`src/rtl/fldlock_pkg.sv`:
```
package fldlock_pkg;

  typedef enum logic [1:0] {
    PRIV_USER   = 2'd0,
    PRIV_KERNEL = 2'd1,
    PRIV_HYP    = 2'd2,
    PRIV_TOP    = 2'd3
  } priv_e;

  typedef enum logic {
    TGT_CTRL = 1'b0,
    TGT_MASK = 1'b1
  } tgt_e;

  // Positions able to carry a guard bit: [18:10] and [5:0]
  localparam logic [63:0] GUARD_POS = 64'h0000_0000_0007_FC3F;

endpackage

```
`src/rtl/fldlock_gate.sv`:
```
module fldlock_gate
  import fldlock_pkg::*;
(
  input  logic  beat,
  input  tgt_e  tgt,
  input  priv_e priv,
  input  logic  guard_set,
  output logic  ctrl_we,
  output logic  mask_we,
  output logic  refuse
);

  logic lvl_ok;
  logic mask_ok;

  always_comb begin
    lvl_ok  = (priv != PRIV_USER);
    mask_ok = (priv == PRIV_TOP) || !guard_set;
    ctrl_we = beat && lvl_ok && (tgt == TGT_CTRL);
    mask_we = beat && lvl_ok && (tgt == TGT_MASK) && mask_ok;
    refuse  = beat && !(ctrl_we || mask_we);
  end

endmodule

```
`src/rtl/fldlock_maskreg.sv`:
```
module fldlock_maskreg #(
  parameter int          DATA_W = 64,
  parameter logic [DATA_W-1:0] LEGAL = '0
) (
  input  logic              clk,
  input  logic              rst_n,
  input  logic              we,
  input  logic [DATA_W-1:0] wdata,
  output logic [DATA_W-1:0] value,
  output logic              nonzero
);

  logic [DATA_W-1:0] store_q;

  always_ff @(posedge clk) begin
    if (!rst_n)  store_q <= '0;
    else if (we) store_q <= wdata & LEGAL;
  end

  assign value   = store_q;
  assign nonzero = |store_q;

endmodule

```
`src/rtl/fldlock_ctrlreg.sv`:
```
module fldlock_ctrlreg #(
  parameter int DATA_W = 64
) (
  input  logic              clk,
  input  logic              rst_n,
  input  logic              we,
  input  logic [DATA_W-1:0] guard,
  input  logic [DATA_W-1:0] wdata,
  output logic [DATA_W-1:0] value
);

  for (genvar i = 0; i < DATA_W; i++) begin : g_bit
    logic bit_q;
    always_ff @(posedge clk) begin
      if (!rst_n)                  bit_q <= 1'b0;
      else if (we && !guard[i])    bit_q <= wdata[i];
    end
    assign value[i] = bit_q;
  end

endmodule

```
`src/rtl/fldlock_regpair.sv`:
```
module fldlock_regpair
  import fldlock_pkg::*;
#(
  parameter int                DATA_W    = 64,
  parameter logic [DATA_W-1:0] IMPL_MASK = DATA_W'(64'h0000_0000_0007_FC3F)
) (
  input  logic              clk,
  input  logic              rst_n,
  input  logic              wr_valid,
  output logic              wr_ready,
  input  logic              wr_tgt,
  input  logic [1:0]        wr_priv,
  input  logic [DATA_W-1:0] wr_data,
  output logic [DATA_W-1:0] ctrl_q,
  output logic [DATA_W-1:0] mask_q,
  output logic              wr_refused
);

  localparam logic [DATA_W-1:0] LEGAL = DATA_W'(GUARD_POS) & IMPL_MASK;

  logic ctrl_we, mask_we, refuse, guard_set;
  logic refused_q;

  assign wr_ready = 1'b1;

  fldlock_gate u_gate (
    .beat      (wr_valid),
    .tgt       (tgt_e'(wr_tgt)),
    .priv      (priv_e'(wr_priv)),
    .guard_set (guard_set),
    .ctrl_we   (ctrl_we),
    .mask_we   (mask_we),
    .refuse    (refuse)
  );

  fldlock_maskreg #(.DATA_W(DATA_W), .LEGAL(LEGAL)) u_mask (
    .clk     (clk),
    .rst_n   (rst_n),
    .we      (mask_we),
    .wdata   (wr_data),
    .value   (mask_q),
    .nonzero (guard_set)
  );

  fldlock_ctrlreg #(.DATA_W(DATA_W)) u_ctrl (
    .clk   (clk),
    .rst_n (rst_n),
    .we    (ctrl_we),
    .guard (mask_q),
    .wdata (wr_data),
    .value (ctrl_q)
  );

  always_ff @(posedge clk) begin
    if (!rst_n) refused_q <= 1'b0;
    else        refused_q <= refuse;
  end
  assign wr_refused = refused_q;

  // Checks
  assert_ctrl_merge_R4: assert property (@(posedge clk) disable iff (!rst_n)
    (wr_valid && !wr_tgt && wr_priv != 2'd0) |=>
      ((((ctrl_q ^ $past(ctrl_q)) & $past(mask_q)) == '0) &&
       (((ctrl_q ^ $past(wr_data)) & ~$past(mask_q)) == '0)));

  assert_locked_hold_R5: assert property (@(posedge clk) disable iff (!rst_n)
    (wr_valid && wr_tgt && (wr_priv == 2'd1 || wr_priv == 2'd2) && mask_q != '0) |=>
      (mask_q == $past(mask_q) && wr_refused));

  assert_unlocked_take_R6: assert property (@(posedge clk) disable iff (!rst_n)
    (wr_valid && wr_tgt && wr_priv != 2'd0 && mask_q == '0) |=>
      (mask_q == ($past(wr_data) & LEGAL) && !wr_refused));

  assert_top_override_R7: assert property (@(posedge clk) disable iff (!rst_n)
    (wr_valid && wr_tgt && wr_priv == 2'd3) |=>
      (mask_q == ($past(wr_data) & LEGAL)));

  assert_lowest_refused_R8: assert property (@(posedge clk) disable iff (!rst_n)
    (wr_valid && wr_priv == 2'd0) |=>
      (wr_refused && $stable(ctrl_q) && $stable(mask_q)));

  assert_flag_cause_R9: assert property (@(posedge clk) disable iff (!rst_n)
    wr_refused |-> $past(wr_valid));

  assert_reserved_zero_R2: assert property (@(posedge clk) disable iff (!rst_n)
    (mask_q & ~LEGAL) == '0);

endmodule

```
`config.mk`:
```
export PLATFORM = sky130hd
export DESIGN_NAME = fldlock_regpair
export DESIGN_NICKNAME = d
export VERILOG_FILES = /design/src/rtl/fldlock_pkg.sv /design/src/rtl/fldlock_gate.sv /design/src/rtl/fldlock_maskreg.sv /design/src/rtl/fldlock_ctrlreg.sv /design/src/rtl/fldlock_regpair.sv
export SDC_FILE = /design/constraint.sdc
export NUM_CORES = 1
export LEC_CHECK = 0
export ABC_AREA = 1
export BUFFER_PORTS_ARGS = -buffer_cell sky130_fd_sc_hd__clkbuf_2
export CAP_MARGIN = 10
export CORE_ASPECT_RATIO = 1.25
export CORE_MARGIN = 2
export CORE_UTILIZATION = 46
export CTS_CLUSTER_DIAMETER = 30
export CTS_CLUSTER_SIZE = 25
export DETAILED_ROUTE_END_ITERATION = 10
export PLACE_DENSITY = 0.83
export SLEW_MARGIN = 20
export SYNTH_ARGS = -nofsm -noshare
export SYNTH_HDL_FRONTEND = slang
export SYNTH_SLANG_ARGS = --single-unit
```
`constraint.sdc`:
```
create_clock -name clk -period 1.6 [get_ports clk]
set_clock_uncertainty 0.2 [all_clocks]
set_input_delay 0.24 -clock clk [delete_from_list [all_inputs] [get_ports clk]]
set_output_delay 0.24 -clock clk [all_outputs]
set_load 0.01 [all_outputs]
```
* Word level (Yosys, flattened, before mapping) *
Index checks and enable logic that the tools add are counted.

storage, ports and cells
  input bits = 70
  output and inout port bits = 130
  word-level logic and storage cells = 109
  bits in registers = 80

cells by class
  eq/ne operators = 1
  bitwise operators = 1
  reduce and logical (&&, ||, !) cells = 41

operator list
  cell                number
  $logic_and 1x1->1   20
  $logic_not 1->1     17
  $reduce_or 15->1    1
  $eq 2x2->1 const B  1
  $logic_or 1x1->1    2
  $reduce_bool 2->1   1
  $not 1->1           1

* Depth between registers and ports, before layout *
  depth in word-level cells = 7
  gate-level depth with buffers = 9
  mapped depth without buffers = 8

* Cells and area by module *
A second synthesis with hierarchy kept.

unflattened totals
  cell total of the unflattened synthesis = 676
  area total of the unflattened synthesis = 4573.1 µm²

by module, submodules not included
  module           sequential area each (µm²)  cells an instance  instances  area each (µm²)
  fldlock_ctrlreg  1281.2                      533                1          3548.4
  fldlock_maskreg  300.3                       129                1          943.4
  fldlock_gate     0.0                         9                  1          42.5
  fldlock_regpair  20.0                        5                  1          38.8

* Worst setup path before layout *
No wires, ideal clock.

  path kind = register to register
  start point = register u_mask.store_q[16] (netlist: u_mask.value[16])
  end point = register u_mask.store_q[16] (netlist: u_mask.value[16])
  buffers on the path = 1
  data arrival time = 1.050 ns
  cell stages (with the launch flop) = 10
  slack = 0.235 ns
  cell sequence = dfxtp_1 nor2_1 nand2_1 nor2_1 nand2_1 nand2_1 buf_2 nand3_1 nand2_1 nor2_1

on the way
  longest elaborated chain between the ends = 4

ends and longest elaborated chain
  element                 RTL line               text
  start, declared         fldlock_maskreg.sv:13  logic [DATA_W-1:0] store_q;
  start signal, assigned  fldlock_maskreg.sv:17  else if (we) store_q <= wdata & LEGAL;
  $reduce_or 15->1        fldlock_maskreg.sv:21  assign nonzero = |store_q;
  $logic_not 1->1         fldlock_gate.sv:18     mask_ok = (priv == PRIV_TOP) || !guard_set;
  $logic_or 1x1->1        fldlock_gate.sv:18
  $logic_and 1x1->1       fldlock_gate.sv:20     mask_we = beat && lvl_ok && (tgt == TGT_MASK) && mask_ok;

Every way passes these cells.
A chain may end at the register's enable or synchronous reset.

* Worst setup path after layout *
  start point = register u_mask.store_q[16] (netlist: u_mask.value[16])
  end point = register u_mask.store_q[0] (netlist: u_mask.value[0])

Same word-level chain as after synthesis.

==> flow_summary.toml <==
[worst_setup_path]
r2r_start = "u_mask.value[16]$_SDFFE_PN0P_"
regToRegSetupSlack_ns = 0.08
crit_slowest_cell = "dfxtp_2"
cp-end-kind = "register"
path_max_fanout = 15
r2r-end = "u_mask.value[0]$_SDFFE_PN0P_"
crit_path_start_kind = "register"
max_stage_delay_ns = 0.34
crit_family = "simple AND/OR/NAND/NOR gates"
worstPathCellList = "nor2_1 -> nand2_1 -> nor2_2 -> nand2_2 -> nand2_4 -> clkbuf_16 -> nand3_1 -> nand2_1 -> nor2_1"
crit_arrival_ns = 1.57
worstRegToRegCells = 9
worst-setup-path-type = "reg2reg"
worst-endpoint-required_ns = 1.65
worst-path-buf-inv = 1
endpoint = "u_mask.value[0]$_SDFFE_PN0P_"
crit_path_start = "u_mask.value[16]$_SDFFE_PN0P_"
cp.depth = 9

[grt]
grt_pass1_vias = 3501
grt_max_degree = 50
grt_pass1_wl_mm = 15.6
antenna_found_initial = 0
track_usage = 0.207
grt_overflow_total = 0

[sta]
fin_crit_ns = 1.52
timing.final.crit_share = 0.951
finalSetupViolCount = 0
fin_ws_ns = 0.0782
slew_headroom = 0.573
hold_viol_final = 0
worst_slew_pin_slew_ns = 0.640
timing.fmax_ghz = 0.657
drv_slew = 0

[clocking]
htree_levels = 3
clock-root-buffer = "clkbuf_8"
cts_tree = "built"
clk_latency_ns = 0.34
cts_made_buffers = 9
ctsLongestPathBuffers = 2
cts.sinks = 80
cts.clk_slew.worst_paths_ns = 0.09
post_cts_buffers = 0

[synth]
syn_area_um2 = 3960
synth_top_family_by_area = "buffers and inverters"
yosys_warnings = 0
ys_seq_elements = 80
syn_inst = 545
synth_adder_area_share = 0
yosys.area_share.xor_xnor = 0
synth-compound-area-share = 0.101
ys_seq_area_frac = 0.404
muxShareOfSynthArea = 0
synth_simple_gate_area_share = 0.211
synth_cell_type_count = 17
synth_area_per_cell_um2 = 7.27

[min_path]
hp-class = "in2reg"

[routing]
wl_met1_mm = 3.97
initialDrtViolationCount = 130
route.met2.wl_mm = 5.20
topRoutingLayerUsed = "met4"
via_per_inst = 4.71
ant_nets = 0
drtPass1Iterations = 4
drt-total-wl_mm = 10.2
drt-wirelength-per-cell_um = 12.9
drcViolationCount = 0
wl_met3_um = 847
via_count = 3738

[die]
start_util = 0.478
fp.dieW_um = 87
fp-row-count = 37
dieArea_um2 = 9370
dieHeight_um = 108
ioPinCount = 200
core-area_um2 = 8290

[power]
leakage_nw = 2.57
total_power_mw = 4.76
p_per_area_nw_per_um2 = 944
clkPwrFrac = 0.289
vdd.ir_drop.worst_mv = 0.505
p_int_mw = 3.26
power_frac_comb = 0.245
swShare = 0.316
seqPwrFrac = 0.466
p_switching_mw = 1.51

[final_layout]
diodes = 0
layout_commonest_cell = "clkbuf_2"
final_nets = 761
seq_area_um2 = 1600
drive_gt1_frac = 0.272
layout_common_cells = "clkbuf_2 (149), nor2_1 (119), dfxtp_1 (78)"
areaGrowthSynthToFinish_pct = 27.4
n_fill_cell = 656
multiInputGateArea_um2 = 1440

[status]
outcome = "complete, no violations"

[place]
gp_congestion = 0.798
dp_hpwl_mm = 6.30
dp_slack_ns = -0.359
io_buffers = 149

[run]
max-cap-violations = 0
==> metrics by stage <==
step           hold WS [ns]  cell area (um2)  TNS (ns)   util  instances
6_report             0.0768             5050         0  0.609        793
5_1_grt              0.0619             5050  -0.00559  0.609        793
4_1_cts              0.0463             4980         0  0.601        791
3_5_place_dp          0.252             4150     -5.28  0.501        711
3_3_place_gp          0.246             4150     -3.93  0.501        711
2_1_floorplan         0.175             4140         0      -        593
==> synthesized netlist by cell type <==
library cell | n | area [um2]
buf_6 | 2 | 22.5
buf_2 | 11 | 55.1
a21oi_1 | 32 | 160
conb_1 | 2 | 7.51
buf_4 | 115 | 863
o21ai_0 | 48 | 240
nor2_4 | 1 | 11.3
nand2_1 | 54 | 203
nand2_2 | 1 | 6.26
nor2_1 | 121 | 454
inv_2 | 1 | 3.75
or2_1 | 1 | 6.26
clkbuf_2 | 2 | 10.0
nand3_1 | 31 | 155
inv_1 | 32 | 120
dfxtp_1 | 80 | 1600
clkbuf_1 | 11 | 41.3
==> registers in the layout (all words and copies together) (netlist names) <==
name	count
u_ctrl.g_bit.bit_q	64
u_mask.value	15
wr_refused	1
==> routing by layer <==
layer | vias up | track usage
met5 | - | 0
met4 | 0 | 0.0859
met2 | 189 | 0.370
met3 | 18 | 0.0544
met1 | 1706 | 0.228
li1 | 1825 | -
==> cells by family after synthesis <==
family,count (synthesis)
buffers and inverters,174
and+or+nand+nor,209
other,2
AOI/OAI and AO/OA,80
DFF,80
==> worst min-delay path by stage <==
stage	start	to	cells after the start
detailed placement	u_ctrl.g_bit[14].bit_q$_SDFFE_PN0P_	u_ctrl.g_bit[14].bit_q$_SDFFE_PN0P_	2
global placement	u_ctrl.g_bit[3].bit_q$_SDFFE_PN0P_	u_ctrl.g_bit[3].bit_q$_SDFFE_PN0P_	2
CTS	wr_valid	wr_refused$_SDFF_PN0_	4
finish	wr_valid	wr_refused$_SDFF_PN0_	4
floorplan	wr_data[19]	u_ctrl.g_bit[19].bit_q$_SDFFE_PN0N_	2
global route	wr_valid	wr_refused$_SDFF_PN0_	4
==> worst register-to-register path, cell delays in order (launching register included) <==
cell and delay (ns):
dfxtp_2 0.34, nor2_1 0.12, nand2_1 0.09, nor2_2 0.14, nand2_2 0.08, nand2_4 0.11
clkbuf_16 0.17, nand3_1 0.07, nand2_1 0.08, nor2_1 0.04
==> final cells by class <==
class / count / share of cell area
sequential: 80 / 0.318
inverter: 33 / 0.0245
multi-input combinational: 339 / 0.286
timing repair buffer: 228 / 0.311
clock inverter: 7 / 0.0119
tap: 97 / 0.0240
clock buffer: 9 / 0.0245
==> power groups by stage <==
stage | Sequential [mW] | Clock [mW] | Combinational, mW
after floorplan | 2.26 | 0 | 0.730
after global placement | 2.25 | 0 | 0.851
after detailed placement | 2.26 | 0 | 0.883
after CTS | 2.21 | 1.41 | 1.00
after global routing | 2.23 | 1.50 | 1.28
final | 2.22 | 1.38 | 1.17
==> repair_timing <==
item / in CTS / in global routing
hold buffers: 64 / 0
endpoints found under the setup margin: 1 / 15
gates resized for setup: 0 / 6
pin swaps: 1 / 3
gates cloned: 0 / 2
hold endpoints to repair: 64 / 0
Power figures use the tool's default switching activity.
